File: src/rtl/pairdec_pkg.sv
package pairdec_pkg;
  localparam int REG_W = 5;
  localparam int OFF_W = 9;

  typedef struct packed {
    logic hit;
    logic isStore;
    logic stackRel;
  } decStrobe_t;
endpackage

File: src/rtl/pairdec_ctrl.sv
module pairdec_ctrl
  import pairdec_pkg::*;
#(
  parameter int FIELD_W = 5
) (
  input  logic [15:0] instIn,
  input  logic        rv64Mode,
  input  logic        pairEnable,
  input  logic        fpEnable,
  output decStrobe_t  strobe,
  output logic        illegal,
  output logic        fpGrant
);
  localparam logic [1:0] QUAD_BASE  = 2'b00;
  localparam logic [1:0] QUAD_STACK = 2'b10;
  localparam logic [2:0] F3_LOAD    = 3'b011;
  localparam logic [2:0] F3_STORE   = 3'b111;
  localparam int PAIR_LIMIT = 8;

  logic [1:0] quad;
  logic [2:0] funct3;
  logic formMatch, stackRel, storeOp;
  logic [FIELD_W-1:0] dataField;
  logic pairReserved, zeroLoad;

  always_comb begin
    quad      = instIn[1:0];
    funct3    = instIn[15:13];
    storeOp   = (funct3 == F3_STORE);
    stackRel  = (quad == QUAD_STACK);
    formMatch = ((funct3 == F3_LOAD) || (funct3 == F3_STORE)) &&
                ((quad == QUAD_BASE) || (quad == QUAD_STACK));
    if (!stackRel)      dataField = FIELD_W'(instIn[4:2]);
    else if (storeOp)   dataField = instIn[6:2];
    else                dataField = instIn[11:7];
  end

  always_comb begin
    pairReserved = (int'(dataField) < PAIR_LIMIT) && dataField[0];
    zeroLoad     = stackRel && !storeOp && (dataField == '0);
    fpGrant      = fpEnable && !pairEnable && !rv64Mode;
    strobe.hit      = formMatch && !fpGrant;
    strobe.isStore  = storeOp;
    strobe.stackRel = stackRel;
    illegal = strobe.hit &&
              (zeroLoad || (!rv64Mode && (!pairEnable || pairReserved)));
  end
endmodule

File: src/rtl/pairdec_dpath.sv
module pairdec_dpath
  import pairdec_pkg::*;
#(
  parameter int RW = 5,
  parameter int OW = 9,
  parameter int CREG_BIAS = 8,
  parameter int SP_INDEX = 2
) (
  input  logic [15:0]   instIn,
  input  decStrobe_t    strobe,
  output logic [RW-1:0] baseReg,
  output logic [RW-1:0] dataReg,
  output logic [OW-1:0] offset
);
  localparam int NCREG = 2;
  localparam int SCALE_BITS = 3;

  logic [2:0] cField [NCREG];
  logic [RW-1:0] cFull [NCREG];

  assign cField[0] = instIn[9:7];
  assign cField[1] = instIn[4:2];

  for (genvar g = 0; g < NCREG; g++) begin : g_expand
    assign cFull[g] = RW'(cField[g]) + RW'(CREG_BIAS);
  end

  logic [8:0] rawOff;

  always_comb begin
    if (!strobe.stackRel) begin
      baseReg = cFull[0];
      dataReg = cFull[1];
      rawOff  = {1'b0, instIn[6:5], instIn[12:10], {SCALE_BITS{1'b0}}};
    end else if (strobe.isStore) begin
      baseReg = RW'(SP_INDEX);
      dataReg = instIn[6:2];
      rawOff  = {instIn[9:7], instIn[12:10], {SCALE_BITS{1'b0}}};
    end else begin
      baseReg = RW'(SP_INDEX);
      dataReg = instIn[11:7];
      rawOff  = {instIn[4:2], instIn[12], instIn[6:5], {SCALE_BITS{1'b0}}};
    end
    offset = OW'(rawOff);
  end
endmodule

File: src/rtl/pairdec_top.sv
module pairdec_top
  import pairdec_pkg::*;
(
  input  logic [15:0]      instIn,
  input  logic             rv64Mode,
  input  logic             pairEnable,
  input  logic             fpEnable,
  output logic             decValid,
  output logic             isStore,
  output logic [REG_W-1:0] baseReg,
  output logic [REG_W-1:0] dataReg,
  output logic [OFF_W-1:0] offset,
  output logic             illegal,
  output logic             fpGrant
);
  decStrobe_t strobe;

  pairdec_ctrl #(.FIELD_W(REG_W)) ctrl_i (
    .instIn(instIn), .rv64Mode(rv64Mode), .pairEnable(pairEnable),
    .fpEnable(fpEnable), .strobe(strobe), .illegal(illegal), .fpGrant(fpGrant)
  );

  pairdec_dpath #(.RW(REG_W), .OW(OFF_W)) dpath_i (
    .instIn(instIn), .strobe(strobe), .baseReg(baseReg),
    .dataReg(dataReg), .offset(offset)
  );

  assign decValid = strobe.hit;
  assign isStore  = strobe.isStore;
endmodule

File: config.mk
export PLATFORM = sky130hd
export DESIGN_NAME = pairdec_top
export DESIGN_NICKNAME = d
export VERILOG_FILES = /design/src/rtl/pairdec_pkg.sv /design/src/rtl/pairdec_ctrl.sv /design/src/rtl/pairdec_dpath.sv /design/src/rtl/pairdec_top.sv
export SDC_FILE = /design/constraint.sdc
export NUM_CORES = 1
export LEC_CHECK = 0
export ABC_AREA = 1
export CAP_MARGIN = 20
export CORE_AREA = 2 2 39 41
export DETAILED_ROUTE_END_ITERATION = 8
export DIE_AREA = 0 0 41 43
export PLACE_DENSITY = 0.8
export REMOVE_ABC_BUFFERS = 1
export SLEW_MARGIN = 10
export SYNTH_ARGS = -nofsm -noshare
export SYNTH_HDL_FRONTEND = slang
export SYNTH_SLANG_ARGS = --single-unit
File: constraint.sdc
create_clock -name vclk -period 2.3
set_input_delay 0.69 -clock vclk [all_inputs]
set_output_delay 0.69 -clock vclk [all_outputs]
set_load 0.03 [all_outputs]
# Word-level counts from Yosys, hierarchy flattened
# Index checks and enable logic that the tools add are counted.
# classes
add_sub_neg	2
magnitude_cmp	1
n_eq_ne	3
mux	6
n_reduce_logical	19
# ops
operator	n
2-to-1 mux 5 bit	4
2-to-1 mux 9 bit	2
adder 3 x 4 -> 5 bit (second input constant)	2
logical AND 1 bit	9
zero test 5 bit	1
less-than comparator 5 x 4 -> 1 bit (second input constant)	1
zero test 1 bit	4
logical OR 1 bit	4
== test 3 x 2 -> 1 bit (second input constant)	1
== test 3 bit (second input constant)	1
== test 2 bit (second input constant)	1
zero test 2 bit	1
# totals
register_bits	0
in_bits	19
out_inout_bits	23
word_cells	31

# Longest topological paths before layout
# Gate-level depths: netlist of the first run.
# depth
depth_word	9
ltp_mapped	9
mapped_depth_nobuf	9

# Cells and area by module
# Synthesis of the first run repeated with hierarchy kept, for this count alone.
# hier_totals
hier_cells	75
hier_area_um2	362.8
# by_module_without_submodules
module	instances	cells_each	area_per_inst_um2	seq_area_each_um2
pairdec_dpath	1	49	230.2	0.0
pairdec_ctrl	1	26	132.6	0.0

# Worst setup path before layout of the first run
# OpenSTA, ideal clock, no wires.
# synth_timing
path_type	input port to output port
from	input port instIn[14]
to	output port offset[6]
arrival_ns	1.653
setup_slack_ns	-0.043
cell_stages	4
path_buffers	0
path_cell_list	nand3_4 > inv_1 > o21ai_0 > o22ai_1
# synth_via
elab_chain_cells	3
# synth_lines
element	line_no	rtl
start: declaration	pairdec_top.sv:4	input logic [15:0] instIn,
== test 3 bit	pairdec_ctrl.sv:29	storeOp = (funct3 == F3_STORE);
via isStore	pairdec_top.sv:9	output logic isStore,
2-to-1 mux 9 bit	pairdec_dpath.sv:35	end else if (strobe.isStore) begin
2-to-1 mux 9 bit	pairdec_dpath.sv:31	if (!strobe.stackRel) begin
end: declaration	pairdec_top.sv:12	output logic [OFF_W-1:0] offset,
# The timed path passes the listed nets, and every way through them passes these cells.

# Worst setup path after layout of the first run
# layout_timing
from	input port instIn[14]
to	output port illegal
# layout_via
elab_chain_cells	9
word_cells_on_any_way	17
# layout_lines
element	line_no	rtl
== test 3 bit	pairdec_ctrl.sv:29, pairdec_ctrl.sv:31	
2-to-1 mux 5 bit	pairdec_ctrl.sv:34	else if (storeOp) dataField = instIn[6:2];
2-to-1 mux 5 bit	pairdec_ctrl.sv:33	if (!stackRel) dataField = FIELD_W'(instIn[4:2]);
less-than comparator 5 x 4 -> 1 bit	pairdec_ctrl.sv:39	pairReserved = (int'(dataField) < PAIR_LIMIT) && dataField[0];
logical AND 1 bit	pairdec_ctrl.sv:39	
logical OR 1 bit	pairdec_ctrl.sv:46	(zeroLoad || (!rv64Mode && (!pairEnable || pairReserved)));
logical AND 1 bit	pairdec_ctrl.sv:46	
logical OR 1 bit	pairdec_ctrl.sv:46	
logical AND 1 bit *	pairdec_ctrl.sv:45	illegal = strobe.hit &&
end: declaration	pairdec_top.sv:13	output logic illegal,
# Every way passes the cells marked *; elsewhere a longest branch is shown, timed or not.

==> results of run 1 <==
==> final cells by class <==
class                      count  area (µm²)  share of cell area
timing repair buffer          57         490               0.558
inverter                      17        63.8              0.0726
multi-input combinational     47         304               0.346
tap                           16        20.0              0.0228
==> stage by stage <==
| step | std cells | power (mW) |
|---|---|---|
| 2_1_floorplan | 64 | 0.0861 |
| 3_3_place_gp | 129 | 0.176 |
| 3_5_place_dp | 129 | 0.177 |
| 4_1_cts | 136 | 0.188 |
| 5_1_grt | 137 | 0.213 |
| 6_report | 137 | 0.201 |
==> worst max path at each step <==
stage	to	from	cells after the start
global placement	baseReg[3]	instIn[1]	5
detailed placement	baseReg[3]	instIn[1]	5
finish	illegal	instIn[14]	10
CTS	illegal	instIn[1]	11
floorplan	illegal	instIn[1]	8
global route	illegal	instIn[14]	10
==> cells in the final DEF (no fill, tap or decap) <==
| cell | instances |
|---|---|
| nand3_4 | 2 |
| a21oi_1 | 1 |
| nand2_1 | 11 |
| buf_2 | 1 |
| inv_1 | 14 |
| clkbuf_2 | 2 |
| buf_12 | 1 |
| nor2_2 | 1 |
| nand3_2 | 3 |
| clkdlybuf4s15_1 | 2 |
| dlygate4sd2_1 | 9 |
| nand2_2 | 1 |
| inv_2 | 3 |
| clkdlybuf4s50_1 | 3 |
| buf_4 | 30 |
| nand4_1 | 4 |
| o21ai_0 | 2 |
| o22ai_1 | 2 |
| nand2_4 | 2 |
| nor2_4 | 1 |
| buf_6 | 9 |
| conb_1 | 4 |
| nor2_1 | 6 |
| o21ai_1 | 3 |
| nand2_8 | 1 |
| o21ai_2 | 2 |
| a21oi_2 | 1 |
==> kinds of logic after synthesis <==
logic type	Yosys count	synth area share
AOI/OAI and AO/OA	11	0.178
and+or+nand+nor	32	0.504
other	1	0.0109
buffers and inverters	23	0.308
==> timing repair <==
action | in CTS | in global routing
resized for setup | 51 | 19
setup buffers | 7 | 1
pin swaps | 13 | 11
endpoints found under the setup margin | 17 | 11
==> power breakdown <==
part           total, mW  internal (mW)  switching, mW
Sequential             0              0              0
Clock                  0              0              0
Combinational      0.201         0.0898          0.111
Total              0.201         0.0898          0.111
==> routing by layer <==
metal / vias to the layer above / global-route usage
li1: 313 / -
met1: 268 / 0.222
met2: 13 / 0.309
met3: 0 / 0.0105
met4: 0 / 0.0400
met5: - / 0
==> results.json, run 1 <==
{
  "post-route-util": 0.635,
  "via_per_inst": 4.34,
  "slowest_delay_ns": 0.17,
  "status": "complete, but fails checks",
  "via_count": 594,
  "avgRoutedWirePerCell_um": 10.6,
  "critPathLaunchType": "input port",
  "ys_top_cells_by_count": "inv_1 (17), nand2_1 (12), nor2_1 (7), o21ai_0 (7), buf_4 (5)",
  "coreArea_um2": 1380,
  "grt_max_degree": 7,
  "slew_viol_final": 0,
  "synthCells": 67,
  "first_iter_violations": 5,
  "fillerInstances": 129,
  "crit_path_end_kind": "output pin",
  "antenna_found_initial": 0,
  "cp_top_family": "simple AND/OR/NAND/NOR gates",
  "syn-cell-area_um2": 345,
  "numPortBuffers": 36,
  "m1WireLength_um": 579,
  "max_freq_mhz": 423,
  "min_period_ns": 2.36,
  "critPathSlowestCell": "nand3_4",
  "route.met3.wl_um": 56,
  "nNetsFinal": 142,
  "ant_nets": 0,
  "setup_viol": 2,
  "hold_viol_final": 0,
  "power_density_nw_per_um2": 229,
  "die_y_um": 43,
  "gp_congestion": 0.745,
  "grt_pass1_vias": 582,
  "drc": 0,
  "register_area_um2": 0,
  "avgSynthCellArea_um2": 5.15,
  "synthTopCellsByArea": "inv_1 (18%), nand2_1 (13%), buf_4 (11%)",
  "violations": "negative setup slack",
  "p_leak_nw": 0.503,
  "start_util": 0.250,
  "netlist.area_leader.share": 0.185,
  "dr.max_layer_used": "met3",
  "drive_gt1_frac": 0.496,
  "irDropWorstVdd_mv": 0.102,
  "yosys.area.top_type": "inv_1",
  "crit_fanout": 6,
  "final_area_um2": 878,
  "fin_tns_setup_ns": -0.0647,
  "hold_path_depth": 0,
  "clkbuf_count": 0,
  "die_width_um": 41,
  "rows": 14,
  "area_growth_pct": 154,
  "dpl-instance-area_um2": 754,
  "dp_hpwl_um": 996,
  "seq_cell_count": 0,
  "rsz0062_at_grt": "yes",
  "track_usage": 0.177,
  "crit_chain": "buf_4 > nand3_4 > nand2_8 > nand2_4 > nand2_4 > nand3_2 > nand2_1 > nand2_1 > a21oi_2 > buf_6",
  "min_from": "instIn[12]",
  "ys_types": 16,
  "grt.overflow.total": 0,
  "antenna_cells": 0,
  "whs_endpoint": "offset[5]",
  "synth_most_common_cell": "inv_1",
  "fin_crit_sh": 1.03,
  "grt_pass1_wl_um": 2290,
  "whs_ns": 1.38,
  "required_ns": 1.61,
  "cts_hold_buf": 0,
  "path_buf_inv": 2,
  "critPathArrivalTime_ns": 1.67,
  "ys_warn_count": 0,
  "seq_area_frac_synth": 0,
  "critPathKind": "in -> out",
  "dp_worst_setup_slack_ns": -0.514,
  "cap_violations": 0,
  "first_pass_iters": 4,
  "hold_path.class": "in -> out",
  "wl_um": 1460,
  "dieArea_um2": 1760,
  "wl_met2_um": 819,
  "setup_slack_ns": -0.0622,
  "io-pin-count": 42
}
No activity file was read; power rests on OpenSTA's default activity.
==> run 2: changes to the inputs <==
==> constraint.sdc (replaced) <==
create_clock -name vclk -period 2.3
set_input_delay 0.345 -clock vclk [all_inputs]
set_output_delay 0.345 -clock vclk [all_outputs]
set_load 0.03 [all_outputs]
==> run 2 against run 1 <==
Net effect:
- the run now ends clean
- die area unchanged
- global-route usage decreased by 4.6 points
- non-clock buffer count is 15 lower
- critical endpoint unchanged
- total power decreased by 14%
- final cell count fell by 11%
- fmax increased by 7.6%
==> results.json, run 2 (same netlist as run 1, synthesis figures left out) <==
{
  "status": "completed",
  "hold_path_depth": 0,
  "cp_top_family": "buffers and inverters",
  "antenna_cells": 0,
  "antenna_found_initial": 0,
  "grt.overflow.total": 0,
  "grt_pass1_vias": 436,
  "clkbuf_count": 0,
  "hold_path.class": "in -> out",
  "dp_worst_setup_slack_ns": 0.0520,
  "whs_endpoint": "offset[5]",
  "crit_path_end_kind": "output pin",
  "dieArea_um2": 1760,
  "required_ns": 1.96,
  "wl_um": 1220,
  "avgRoutedWirePerCell_um": 10.0,
  "grt_pass1_wl_um": 1760,
  "ant_nets": 0,
  "whs_ns": 0.690,
  "nNetsFinal": 127,
  "dp_hpwl_um": 954,
  "drive_gt1_frac": 0.217,
  "p_leak_nw": 0.397,
  "cap_violations": 0,
  "max_freq_mhz": 455,
  "power_density_nw_per_um2": 239,
  "critPathLaunchType": "input port",
  "slew_viol_final": 0,
  "first_pass_iters": 4,
  "die_width_um": 41,
  "gp_congestion": 0.739,
  "min_from": "instIn[12]",
  "critPathArrivalTime_ns": 1.85,
  "via_per_inst": 4.34,
  "critPathKind": "in -> out",
  "track_usage": 0.131,
  "power_uw": 173,
  "coreArea_um2": 1380,
  "critPathSlowestCell": "clkdlybuf4s50_1",
  "rows": 14,
  "fin_tns_setup_ns": 0,
  "cts_hold_buf": 0,
  "area_growth_pct": 111,
  "layout_commonest_cell": "clkdlybuf4s50_1",
  "fillerInstances": 145,
  "die_y_um": 43,
  "worstSetupPathDepth": 10,
  "io-pin-count": 42,
  "numPortBuffers": 36,
  "crit_fanout": 5,
  "layout_common_cells": "clkdlybuf4s50_1 (24), inv_1 (17), buf_4 (16), nand2_1 (12)",
  "fin_crit_sh": 0.955,
  "start_util": 0.250,
  "first_iter_violations": 12,
  "setup_viol": 0,
  "irDropWorstVdd_mv": 0.114,
  "rsz0062_at_grt": "no",
  "slowest_delay_ns": 0.58,
  "cpMostUsedCell": "nand2_1",
  "register_area_um2": 0,
  "path_buf_inv": 3,
  "setup_slack_ns": 0.104,
  "via_count": 529,
  "hold_viol_final": 0,
  "seq_cell_count": 0,
  "crit_chain": "clkdlybuf4s50_1 > nand3_4 > buf_4 > nand2_1 > nand3_1 > nand3_1 > nand2_1 > nand2_1 > a21oi_2 > buf_4",
  "min_period_ns": 2.20,
  "drc": 0,
  "grt_max_degree": 11
}
==> run 2: timing repair <==
action                                  in CTS  in global routing
hold endpoints to repair                     0                  0
gates resized for setup                      0                  1
endpoints found under the setup margin       0                  2
setup buffers                                0                  4
==> run 2: through the flow <==
step                instance area [µm²]  utilization  instances
floorplan                           314            -         64
finish                              727        0.525        122
global route                        727        0.525        122
global placement                    682        0.493        118
CTS                                 682        0.493        118
detailed placement                  682        0.493        118
==> run 2: how the worst max path moves through the flow <==
stage | from | end
finish | instIn[13] | illegal
global route | instIn[1] | illegal
CTS | instIn[0] | baseReg[1]
detailed placement | instIn[0] | baseReg[1]
global placement | instIn[1] | baseReg[1]
floorplan | instIn[1] | illegal
==> run 2: layout make-up <==
class	count	area, µm²	area share
inverters	17	63.8	0.0878
multi-input cells	47	250	0.344
well taps	16	20.0	0.0275
repair buffers	42	393	0.540
==> run 2: routing by layer <==
metal,vias to the layer above,routed length [µm],GRT usage
met3,0,68,0.00524
met5,-,0,0
met4,0,0,0
met2,19,659,0.213
met1,230,496,0.196
li1,280,-,-
==> run 2: power breakdown <==
group | switching, mW | internal, mW | total (mW) | leakage, nW
combinational | 0.0970 | 0.0764 | 0.173 | 0.397
clock | 0 | 0 | 0 | 0
sequential | 0 | 0 | 0 | 0
==> run 3: changes to the inputs <==
- CAP_MARGIN: 20 -> unset
==> results of run 3 <==
Final layout, timing and power as in run 2 (identical DEF).
